### config.mk
export PLATFORM = sky130hd
export DESIGN_NAME = gpb_bank
export DESIGN_NICKNAME = d
export VERILOG_FILES = /design/src/rtl/gpb_pkg.sv /design/src/rtl/gpb_sync.sv /design/src/rtl/gpb_edge.sv /design/src/rtl/gpb_regs.sv /design/src/rtl/gpb_bank.sv
export SDC_FILE = /design/constraint.sdc
export NUM_CORES = 1
export LEC_CHECK = 0
export ABC_AREA = 1
export ABC_CLOCK_PERIOD_IN_PS = 3900
export BUFFER_PORTS_ARGS = -buffer_cell sky130_fd_sc_hd__buf_2
export CAP_MARGIN = 10
export CORE_MARGIN = 3
export CORE_UTILIZATION = 23
export DETAILED_ROUTE_END_ITERATION = 6
export PLACE_DENSITY_LB_ADDON = 0.08
export SLEW_MARGIN = 20
export SYNTH_ARGS = -nofsm -noshare
export SYNTH_HDL_FRONTEND = slang
export SYNTH_HIERARCHICAL = 1
export SYNTH_SLANG_ARGS = --single-unit
export TNS_END_PERCENT = 100
### constraint.sdc
create_clock -name clk -period 3.9 [get_ports clk]
set_clock_uncertainty 0.15 [all_clocks]
set_input_delay 0.78 -clock clk [delete_from_list [all_inputs] [get_ports clk]]
set_output_delay 0.78 -clock clk [all_outputs]
set_load 0.05 [all_outputs]
### src/rtl/gpb_pkg.sv
package gpb_pkg;
  localparam int ADDR_W = 5;
  typedef logic [ADDR_W-1:0] gpb_addr_t;

  localparam gpb_addr_t OFF_LEVEL = 5'h00;
  localparam gpb_addr_t OFF_DRIVE = 5'h04;
  localparam gpb_addr_t OFF_DIR   = 5'h08;
  localparam gpb_addr_t OFF_POL   = 5'h0C;
  localparam gpb_addr_t OFF_MASK  = 5'h10;
  localparam gpb_addr_t OFF_STAT  = 5'h14;
  localparam gpb_addr_t OFF_OWN   = 5'h18;

  localparam int SYNC_STAGES = 2;
endpackage

### src/rtl/gpb_sync.sv
module gpb_sync #(
  parameter int W      = 16,
  parameter int STAGES = 2
) (
  input  logic         clk,
  input  logic         rst_n,
  input  logic [W-1:0] d,
  output logic [W-1:0] q
);
  logic [W-1:0] stage [STAGES];

  generate
    for (genvar s = 0; s < STAGES; s++) begin : g_stage
      if (s == 0) begin : g_first
        always_ff @(posedge clk or negedge rst_n)
          if (!rst_n) stage[0] <= '0;
          else        stage[0] <= d;
      end else begin : g_next
        always_ff @(posedge clk or negedge rst_n)
          if (!rst_n) stage[s] <= '0;
          else        stage[s] <= stage[s-1];
      end
    end
  endgenerate

  assign q = stage[STAGES-1];
endmodule

### src/rtl/gpb_edge.sv
module gpb_edge #(
  parameter int W = 16
) (
  input  logic         clk,
  input  logic         rst_n,
  input  logic [W-1:0] lvl,
  input  logic [W-1:0] pol,
  input  logic [W-1:0] own,
  input  logic [W-1:0] clr,
  output logic [W-1:0] evt,
  output logic [W-1:0] sts
);
  logic [W-1:0] prev_q;

  always_ff @(posedge clk or negedge rst_n)
    if (!rst_n) prev_q <= '0;
    else        prev_q <= lvl;

  generate
    for (genvar i = 0; i < W; i++) begin : g_pin
      logic rise, fall;
      assign rise   = lvl[i] & ~prev_q[i];
      assign fall   = ~lvl[i] & prev_q[i];
      assign evt[i] = own[i] & (pol[i] ? rise : fall);

      // A detected edge wins over a clear in the same cycle.
      always_ff @(posedge clk or negedge rst_n)
        if (!rst_n)      sts[i] <= 1'b0;
        else if (evt[i]) sts[i] <= 1'b1;
        else if (clr[i]) sts[i] <= 1'b0;
    end
  endgenerate
endmodule

### src/rtl/gpb_regs.sv
module gpb_regs
  import gpb_pkg::*;
#(
  parameter int W = 16
) (
  input  logic         clk,
  input  logic         rst_n,
  input  logic         wr_en,
  input  gpb_addr_t    addr,
  input  logic [W-1:0] wdata,
  input  logic [W-1:0] lvl,
  input  logic [W-1:0] sts,
  output logic [W-1:0] rdata,
  output logic [W-1:0] drive,
  output logic [W-1:0] dir,
  output logic [W-1:0] pol,
  output logic [W-1:0] mask,
  output logic [W-1:0] own,
  output logic [W-1:0] clr
);
  logic hit_drive, hit_dir, hit_pol, hit_mask, hit_own, hit_stat;

  assign hit_drive = wr_en && addr == OFF_DRIVE;
  assign hit_dir   = wr_en && addr == OFF_DIR;
  assign hit_pol   = wr_en && addr == OFF_POL;
  assign hit_mask  = wr_en && addr == OFF_MASK;
  assign hit_own   = wr_en && addr == OFF_OWN;
  assign hit_stat  = wr_en && addr == OFF_STAT;

  assign clr = hit_stat ? wdata : '0;

  always_ff @(posedge clk or negedge rst_n) begin
    if (!rst_n) begin
      drive <= '0;
      dir   <= '1;
      pol   <= '0;
      mask  <= '1;
      own   <= '0;
    end else begin
      if (hit_drive) drive <= wdata;
      if (hit_dir)   dir   <= wdata;
      if (hit_pol)   pol   <= wdata;
      if (hit_mask)  mask  <= wdata;
      if (hit_own)   own   <= wdata;
    end
  end

  always_comb begin
    unique case (addr)
      OFF_LEVEL: rdata = lvl;
      OFF_DRIVE: rdata = drive;
      OFF_DIR:   rdata = dir;
      OFF_POL:   rdata = pol;
      OFF_MASK:  rdata = mask;
      OFF_STAT:  rdata = sts;
      OFF_OWN:   rdata = own;
      default:   rdata = '0;
    endcase
  end
endmodule

### src/rtl/gpb_bank.sv
module gpb_bank
  import gpb_pkg::*;
#(
  parameter int W = 16
) (
  input  logic              clk,
  input  logic              rst_n,
  input  logic              bus_wr,
  input  logic [ADDR_W-1:0] bus_addr,
  input  logic [W-1:0]      bus_wdata,
  output logic [W-1:0]      bus_rdata,
  input  logic [W-1:0]      pin_in,
  output logic [W-1:0]      pin_out,
  output logic [W-1:0]      pin_oe,
  output logic              irq
);
  logic [W-1:0] lvl, drive_q, dir_q, pol_q, mask_q, own_q, clr, evt, sts_q;

  gpb_sync #(.W(W), .STAGES(SYNC_STAGES)) u_sync (
    .clk(clk), .rst_n(rst_n), .d(pin_in), .q(lvl)
  );

  gpb_regs #(.W(W)) u_regs (
    .clk(clk), .rst_n(rst_n), .wr_en(bus_wr), .addr(bus_addr),
    .wdata(bus_wdata), .lvl(lvl), .sts(sts_q), .rdata(bus_rdata),
    .drive(drive_q), .dir(dir_q), .pol(pol_q), .mask(mask_q),
    .own(own_q), .clr(clr)
  );

  gpb_edge #(.W(W)) u_edge (
    .clk(clk), .rst_n(rst_n), .lvl(lvl), .pol(pol_q), .own(own_q),
    .clr(clr), .evt(evt), .sts(sts_q)
  );

  assign pin_oe  = own_q & ~dir_q;
  assign pin_out = drive_q & pin_oe;
  assign irq     = |(sts_q & ~mask_q);
endmodule

---- Word level (Yosys, flattened, before mapping) ----
Index checks and enable logic that the tools add are counted.
Widths: inputs -> output; s select.
word-level totals
  output and inout port bits .............. 49
  input port bits ......................... 40
  latch bits .............................. 0
  memories kept ........................... 0
  bits in registers ....................... 144
  ROM bits ................................ 0
  logic and storage cells ................. 189
  bits in writable memories ............... 0
cells by class
  reductions and logical operators ........ 24
  shifts and indexed selects .............. 0
  bitwise operators ....................... 85
  add/sub/neg operators ................... 0
  $mul .................................... 0
  divide/modulo/power cells ............... 0
  equal/unequal tests ..................... 6
  order comparisons ....................... 0
  mux-type cells .......................... 50
operator list
  cell                number
  $pmux 16 s7         1
  $and 1x1->1         48
  $and 16x16->16      3
  $mux 1              48
  $not 1->1           32
  $not 16->16         2
  $reduce_bool 2->1   16
  $mux 16             1
  $reduce_or 16->1    1
  $eq 5x5->1 const B  3
  $eq 5x4->1 const B  2
  $logic_and 1x1->1   6
  $eq 5x3->1 const B  1
  $logic_not 5->1     1

---- Depth between registers and ports, before layout ----
Gate-level depths: netlist of the first run.
  depth in word-level cells ............... 5
  depth in mapped cells ................... 9
  depth with buffers taken out ............ 7

---- Cells and area by module ----
The synthesis of the first run kept the hierarchy.
by module, submodules not included
  module    area an instance (um2)  sequential area each (um2)  cells each  times used
  gpb_regs  4630.7                  2042.0                      561         1
  gpb_edge  1614.0                  800.8                       223         1
  gpb_sync  920.9                   800.8                       48          1
  gpb_bank  434.2                   0.0                         99          1

---- Worst setup path before layout of the first run ----
Ideal clock, no wire load.
  path kind ............................... input -> output
  from .................................... in bus_addr[4]
  to ...................................... out bus_rdata[10]
  arrival ................................. 1.944 ns
  cell stages on the path ................. 8
  required time ........................... 2.970 ns
  path slack .............................. 1.026 ns
  cells stage by stage .................... buf_4 > inv_2 > buf_4 > buf_4 > nand4_1 > nand2_1 > nor2_1 > nand2_1
on the way
  cells in the longest elaborated chain, start to end .. 2
ends and longest elaborated chain
  item                                      RTL line        text
  start, declared                           gpb_bank.sv:9   input logic [ADDR_W-1:0] bus_addr,
  $eq 5x5->1, or another cell as far along  gpb_regs.sv:49  unique case (addr)
  $pmux 16 s7 (*)                           gpb_regs.sv:49
  end, declared                             gpb_bank.sv:11  output logic [W-1:0] bus_rdata,
Mark *: on every way between the ends. The rest lies on a longest branch, timed or not.

---- Final worst setup path of the first run ----
  from .................................... in bus_addr[1]
  to ...................................... out bus_rdata[12]
The elaborated chain is that of the path after synthesis.

==> impl_metrics.env, run 1 <==
export IMPL_core_um2=32000
export IMPL_post_drt_via_cell_ratio=4.17
export IMPL_switching_power_mw=1.45
export IMPL_critPathKind="in2out"
export IMPL_reg2reg_from="u_sync/q[3]"
export IMPL_cts_max_path_buffers=2
export IMPL_areaGrowthSynthToFinish_pct=17.1
export IMPL_wl_per_cell_um=15.9
export IMPL_synth_nets=955
export IMPL_cts_hold_buf=0
export IMPL_grt_overflow=0
export IMPL_dr_pass1_iters=5
export IMPL_startpoint_type="input port"
export IMPL_wirelength_um=22500
export IMPL_required_ns=2.97
export IMPL_num_antenna_cells=0
export IMPL_grt_max_degree=83
export IMPL_r2r_end="u_edge/sts[3]"
export IMPL_cts_setup_buffers=0
export IMPL_final_core_util=0.276
export IMPL_final_hold_violation_count=0
export IMPL_path_depth=8
export IMPL_grt_first_pass_wirelength_um=36000
export IMPL_multi_input_area_um2=2910
export IMPL_std_cell_rows=65
export IMPL_nNetsFinal=1014
export IMPL_crit_path_cell_trace="buf_2, nor2_4, buf_4, nand4_1, nand2_1, nor2_1, nand2_1, buf_2"
export IMPL_max_slew_margin=0.541
export IMPL_fin_cells=1422
export IMPL_r2r_cells=4
export IMPL_cts_root_buf="clkbuf_16"
export IMPL_finalMaxSlewViolations=0
export IMPL_ant_nets=0
export IMPL_placedCellCount=1390
export IMPL_start_util=0.236
export IMPL_first_global_vias=5960
export IMPL_status="finished, final reports clean"
export IMPL_power_frac_seq=0.431
export IMPL_die_h_um=187
export IMPL_worst_slew_pin_slew_ns=0.688
export IMPL_clkPwrFrac=0.390
export IMPL_port_buffer_count=88
export IMPL_die_width_um=187
export IMPL_finalSetupViolations=0
export IMPL_p_int_mw=3.09
export IMPL_cp_slowest_cell="buf_4"
export IMPL_ctsHtreeMaxLevel=4
export IMPL_ir_worst_vdd_v=0.000249
export IMPL_regArea_um2=3640
export IMPL_fin_crit_ns=3.15
export IMPL_power_leakage_nw=4.40
export IMPL_startpoint="bus_addr[1]"
export IMPL_crit_buf_inv=3
export IMPL_cts_resized_gates=0
export IMPL_yosys_warnings=6
export IMPL_power_density_nw_per_um2=514
export IMPL_finalSetupTns_ns=0
export IMPL_syn_avg_cell_area_um2=8.24
export IMPL_ios=89
export IMPL_reg2reg_slack_ns=2.95
export IMPL_drt_first_iter_violations=373
export IMPL_fill_cells=3458
export IMPL_pwr_share_comb=0.179
export IMPL_drcViolationCount=0
export IMPL_dp_hpwl_um=14400
export IMPL_crit_arrival_ns=2.22
export IMPL_grt_usage=0.132
export IMPL_critPathCapture="bus_rdata[12]"
export IMPL_period_share=0.808
export IMPL_clk_latency_ns=0.42
export IMPL_max_stage_delay_ns=0.41
export IMPL_cts_sinks=144
export IMPL_antenna_found_initial=0
export IMPL_cp_max_fo=28
export IMPL_hold_path_class="in2async"
export IMPL_fp_dieArea_um2=35000
export IMPL_swShare=0.319
export IMPL_rsz0062_at_grt="false"
export IMPL_drive_gt1_frac=0.235
export IMPL_cts_tree="yes"
export IMPL_num_vias=5936
export IMPL_worstSetupEndpointType="output port"
export IMPL_cts_reportedPaths_clkPinSlew_ns=0.07
export IMPL_crit_family="buffers and inverters"
export IMPL_netlist_area_um2=7540
export IMPL_synthCells=915
export IMPL_routabilityCongestion=0.717
export IMPL_cts_made_buffers=17
export IMPL_timing_fmax_mhz=318
export IMPL_drv_cap=0
[final cells by class]
| type | count | share of cell area |
|---|---|---|
| clock buffer | 19 | 0.0501 |
| clock inverter | 13 | 0.0210 |
| inverter | 138 | 0.0586 |
| multi-input combinational | 569 | 0.329 |
| sequential | 144 | 0.413 |
| tap | 435 | 0.0616 |
| timing repair buffer | 104 | 0.0670 |
[how the worst min path moves through the flow]
stage               slack [ns]  depth (start not counted)               end
finish                    0.08                          1  u_sync/stage[17]
detailed placement        0.18                          0      u_sync/q[14]
CTS                       0.08                          1  u_sync/stage[17]
global route              0.08                          1  u_sync/stage[17]
global placement          0.18                          0      u_sync/q[12]
floorplan                 0.18                          0       u_sync/q[0]
[per-stage QoR]
step / hold WS (ns) / setup WS, ns / total power [mW] / area [µm²]
after detailed placement: 0.185 / 0.729 / 2.81 / 8200
final: 0.0768 / 0.750 / 4.54 / 8830
after CTS: 0.0792 / 0.728 / 4.63 / 8830
after global placement: 0.183 / 0.757 / 2.81 / 8200
after global routing: 0.0846 / 0.653 / 4.82 / 8830
after floorplan: 0.181 / 1.03 / 2.55 / 7540
[power by group through the flow]
stage	combinational [mW]	sequential [mW]	clock (mW)
global route	0.919	2.00	1.90
CTS	0.831	1.96	1.84
finish	0.812	1.96	1.77
detailed placement	0.828	1.99	0
global placement	0.823	1.99	0
floorplan	0.644	1.91	0
[cell usage in the layout (no fill, tap or decap)]
cell          n
clkinvlp_4    2
buf_12        2
nor2_4        2
nand3_1       3
o21ai_2      37
clkinv_4      3
inv_2         2
nand2_1     265
clkbuf_8      1
nor2_1       82
clkbuf_1      1
buf_6         1
o21ai_1      43
nand4_1      97
clkbuf_16    17
bufinv_16     4
inv_6         1
nor3b_1      16
nand3_2      16
dfrtp_1     112
clkinv_1      1
buf_4        14
dfstp_2      32
buf_2        87
inv_1       135
nor2_2        2
nand4_4       6
clkinv_2      3
[state kept, by name (all words and copies together) (netlist names)]
signal and count:
u_regs/drive 16, u_edge/prev_q 16, u_sync/q 16, u_regs/dir 16, u_regs/mask 16, u_sync/stage 16
u_regs/own 16, u_regs/pol 16, u_edge/sts 16
[per-layer routing]
layer	vias up	share of wire	track usage
li1	3040	-	-
met1	2797	0.50	0.186
met2	87	0.46	0.211
met3	12	0.028	0.0229
met4	0	0.0076	0.0300
met5	-	0	0
Note: power is estimated with default switching activity, not from simulation.
==> run 2, diff against run 1 <==
--- a/config.mk
+++ b/config.mk
@@ -6,7 +6,7 @@
 export NUM_CORES = 1
 export LEC_CHECK = 0
 export ABC_AREA = 1
-export ABC_CLOCK_PERIOD_IN_PS = 3900
+export ABC_CLOCK_PERIOD_IN_PS = 3140
 export BUFFER_PORTS_ARGS = -buffer_cell sky130_fd_sc_hd__buf_2
 export CAP_MARGIN = 10
 export CORE_MARGIN = 3
==> constraint.sdc (replaced) <==
create_clock -name clk -period 3.14 [get_ports clk]
set_clock_uncertainty 0.15 [all_clocks]
set_input_delay 0.628 -clock clk [delete_from_list [all_inputs] [get_ports clk]]
set_output_delay 0.628 -clock clk [all_outputs]
set_load 0.05 [all_outputs]
==> run 2 against run 1 <==
  * Final area increased by 2.0%
  * Clock power increased by 19%
  * Critical path depth unchanged
  * Critical path type unchanged
  * Sequential share of layout area decreased by 0.80 points
  * Power increased by 23%
  * Largest cell class unchanged
  * Register-to-register slack got worse by 0.76 ns
  * Flip-flop and latch count unchanged
  * First-iteration DRC count decreased by 5.9%
  * Highest routed layer unchanged
  * Non-clock buffer count increased by 12
  * Die area unchanged
  * Worst hold slack improved by 0.071 ns
==> impl_metrics.env, run 2 (synthesis results as in run 1) <==
export IMPL_ant_nets=0
export IMPL_ctsHtreeMaxLevel=4
export IMPL_areaGrowthSynthToFinish_pct=19.4
export IMPL_power_density_nw_per_um2=618
export IMPL_grt_met3_usage=0.0255
export IMPL_die_width_um=187
export IMPL_grt_util_met2=0.224
export IMPL_startpoint="bus_addr[1]"
export IMPL_die_h_um=187
export IMPL_wl_per_cell_um=15.7
export IMPL_finalSetupTns_ns=0
export IMPL_wirelength_um=22500
export IMPL_drv_cap=0
export IMPL_final_cell_mix="nand2_1, inv_1, dfrtp_1"
export IMPL_critPathKind="in2out"
export IMPL_cts_root_buf="clkbuf_16"
export IMPL_first_global_vias=6207
export IMPL_required_ns=2.36
export IMPL_grt_first_pass_wirelength_um=36200
export IMPL_num_antenna_cells=0
export IMPL_status="finished, final reports clean"
export IMPL_rsz0062_at_grt="false"
export IMPL_startpoint_type="input port"
export IMPL_worstSetupEndpointType="output port"
export IMPL_fin_total_pwr_mw=5.57
export IMPL_grt_overflow=0
export IMPL_cts_reportedPaths_clkPinSlew_ns=0.07
export IMPL_grt_busiest_layer="met2"
export IMPL_start_util=0.236
export IMPL_finalMaxSlewViolations=0
export IMPL_timing_fmax_mhz=357
export IMPL_fin_crit_ns=2.80
export IMPL_placedCellCount=1401
export IMPL_use_met1=0.175
export IMPL_fp_dieArea_um2=35000
export IMPL_cts_tree="yes"
export IMPL_dr_pass1_iters=4
export IMPL_drive_gt1_frac=0.241
export IMPL_core_um2=32000
export IMPL_std_cell_rows=65
export IMPL_reg2reg_from="u_sync/q[6]"
export IMPL_antenna_found_initial=0
export IMPL_crit_arrival_ns=2.03
export IMPL_cp_max_fo=37
export IMPL_port_buffer_count=88
export IMPL_ir_worst_vdd_v=0.000353
export IMPL_post_drt_via_cell_ratio=4.18
export IMPL_num_vias=5998
export IMPL_power_leakage_nw=4.47
export IMPL_clk_latency_ns=0.43
export IMPL_drt_first_iter_violations=351
export IMPL_grt_usage=0.132
export IMPL_period_share=0.893
export IMPL_cts_sinks=144
export IMPL_layout_commonest_cell="nand2_1"
export IMPL_hold_path_class="in2reg"
export IMPL_worst_slew_pin_slew_ns=0.475
export IMPL_fin_cells=1434
export IMPL_routabilityCongestion=0.715
export IMPL_cts_max_path_buffers=2
export IMPL_cts_made_buffers=17
export IMPL_grt_max_degree=52
export IMPL_final_hold_violation_count=0
export IMPL_postLayoutSetupSlackWorst_ns=0.336
export IMPL_pre_cts_slack_ns=0.324
export IMPL_drcViolationCount=0
export IMPL_dp_hpwl_um=14600
export IMPL_ios=89
export IMPL_finalSetupViolations=0
export IMPL_min_from="pin_in[7]"
export IMPL_nNetsFinal=1026
export IMPL_max_slew_margin=0.683
run 2: what timing repair did:
item,4_1_cts,5_1_grt
buffers inserted,0,0
resized for setup,0,0
hold buffers,1,0
endpoints found under the hold margin,16,0
run 2: layout make-up:
class,count,area (µm²)
clock inverters,12,160
inverters,138,518
fillers,3465,23000
repair buffers,116,797
multi-input cells,569,2910
clock buffers,20,437
well taps,435,544
flip-flops and latches,144,3640
run 2: worst max-delay path, cell delays in order:
cell     delay, ns
buf_2         0.11
nor2_4        0.39
buf_12        0.27
nand4_1       0.14
nand2_1       0.08
nor2_1        0.04
nand2_1       0.06
buf_2         0.26
run 2: per-stage QoR:
| step | hold slack (ns) | instance area (µm²) | util |
|---|---|---|---|
| after floorplan | 0.181 | 7540 | - |
| after global routing | 0.123 | 9010 | 0.282 |
| after CTS | 0.122 | 9010 | 0.282 |
| after detailed placement | 0.187 | 8400 | 0.263 |
| final | 0.147 | 9010 | 0.282 |
| after global placement | 0.183 | 8400 | 0.263 |
run 2: final timing paths:
path                                          to  slack (ns)  cells after the start
worst max-delay path               bus_rdata[15]        0.34                      8
worst min-delay path            u_sync/stage[23]        0.15                      1
worst max register to register     u_edge/sts[6]        2.19                      4
worst min register to register       u_sync/q[4]        0.20                      0
max in group asynchronous          u_regs/dir[5]        1.53                      3
min in group asynchronous       u_sync/stage[17]        0.56                      2
run 2: routing by layer:
| layer | share of wire | vias up | routed length (µm) |
|---|---|---|---|
| li1 | - | 3062 | - |
| met1 | 0.48 | 2837 | 10700 |
| met2 | 0.48 | 87 | 10800 |
| met3 | 0.031 | 12 | 707 |
| met4 | 0.0092 | 0 | 206 |
| met5 | 0 | - | 0 |
run 2: where the power goes:
part           internal [mW]  switching, mW
sequential              2.17          0.252
combinational          0.333          0.704
clock                   1.26          0.850
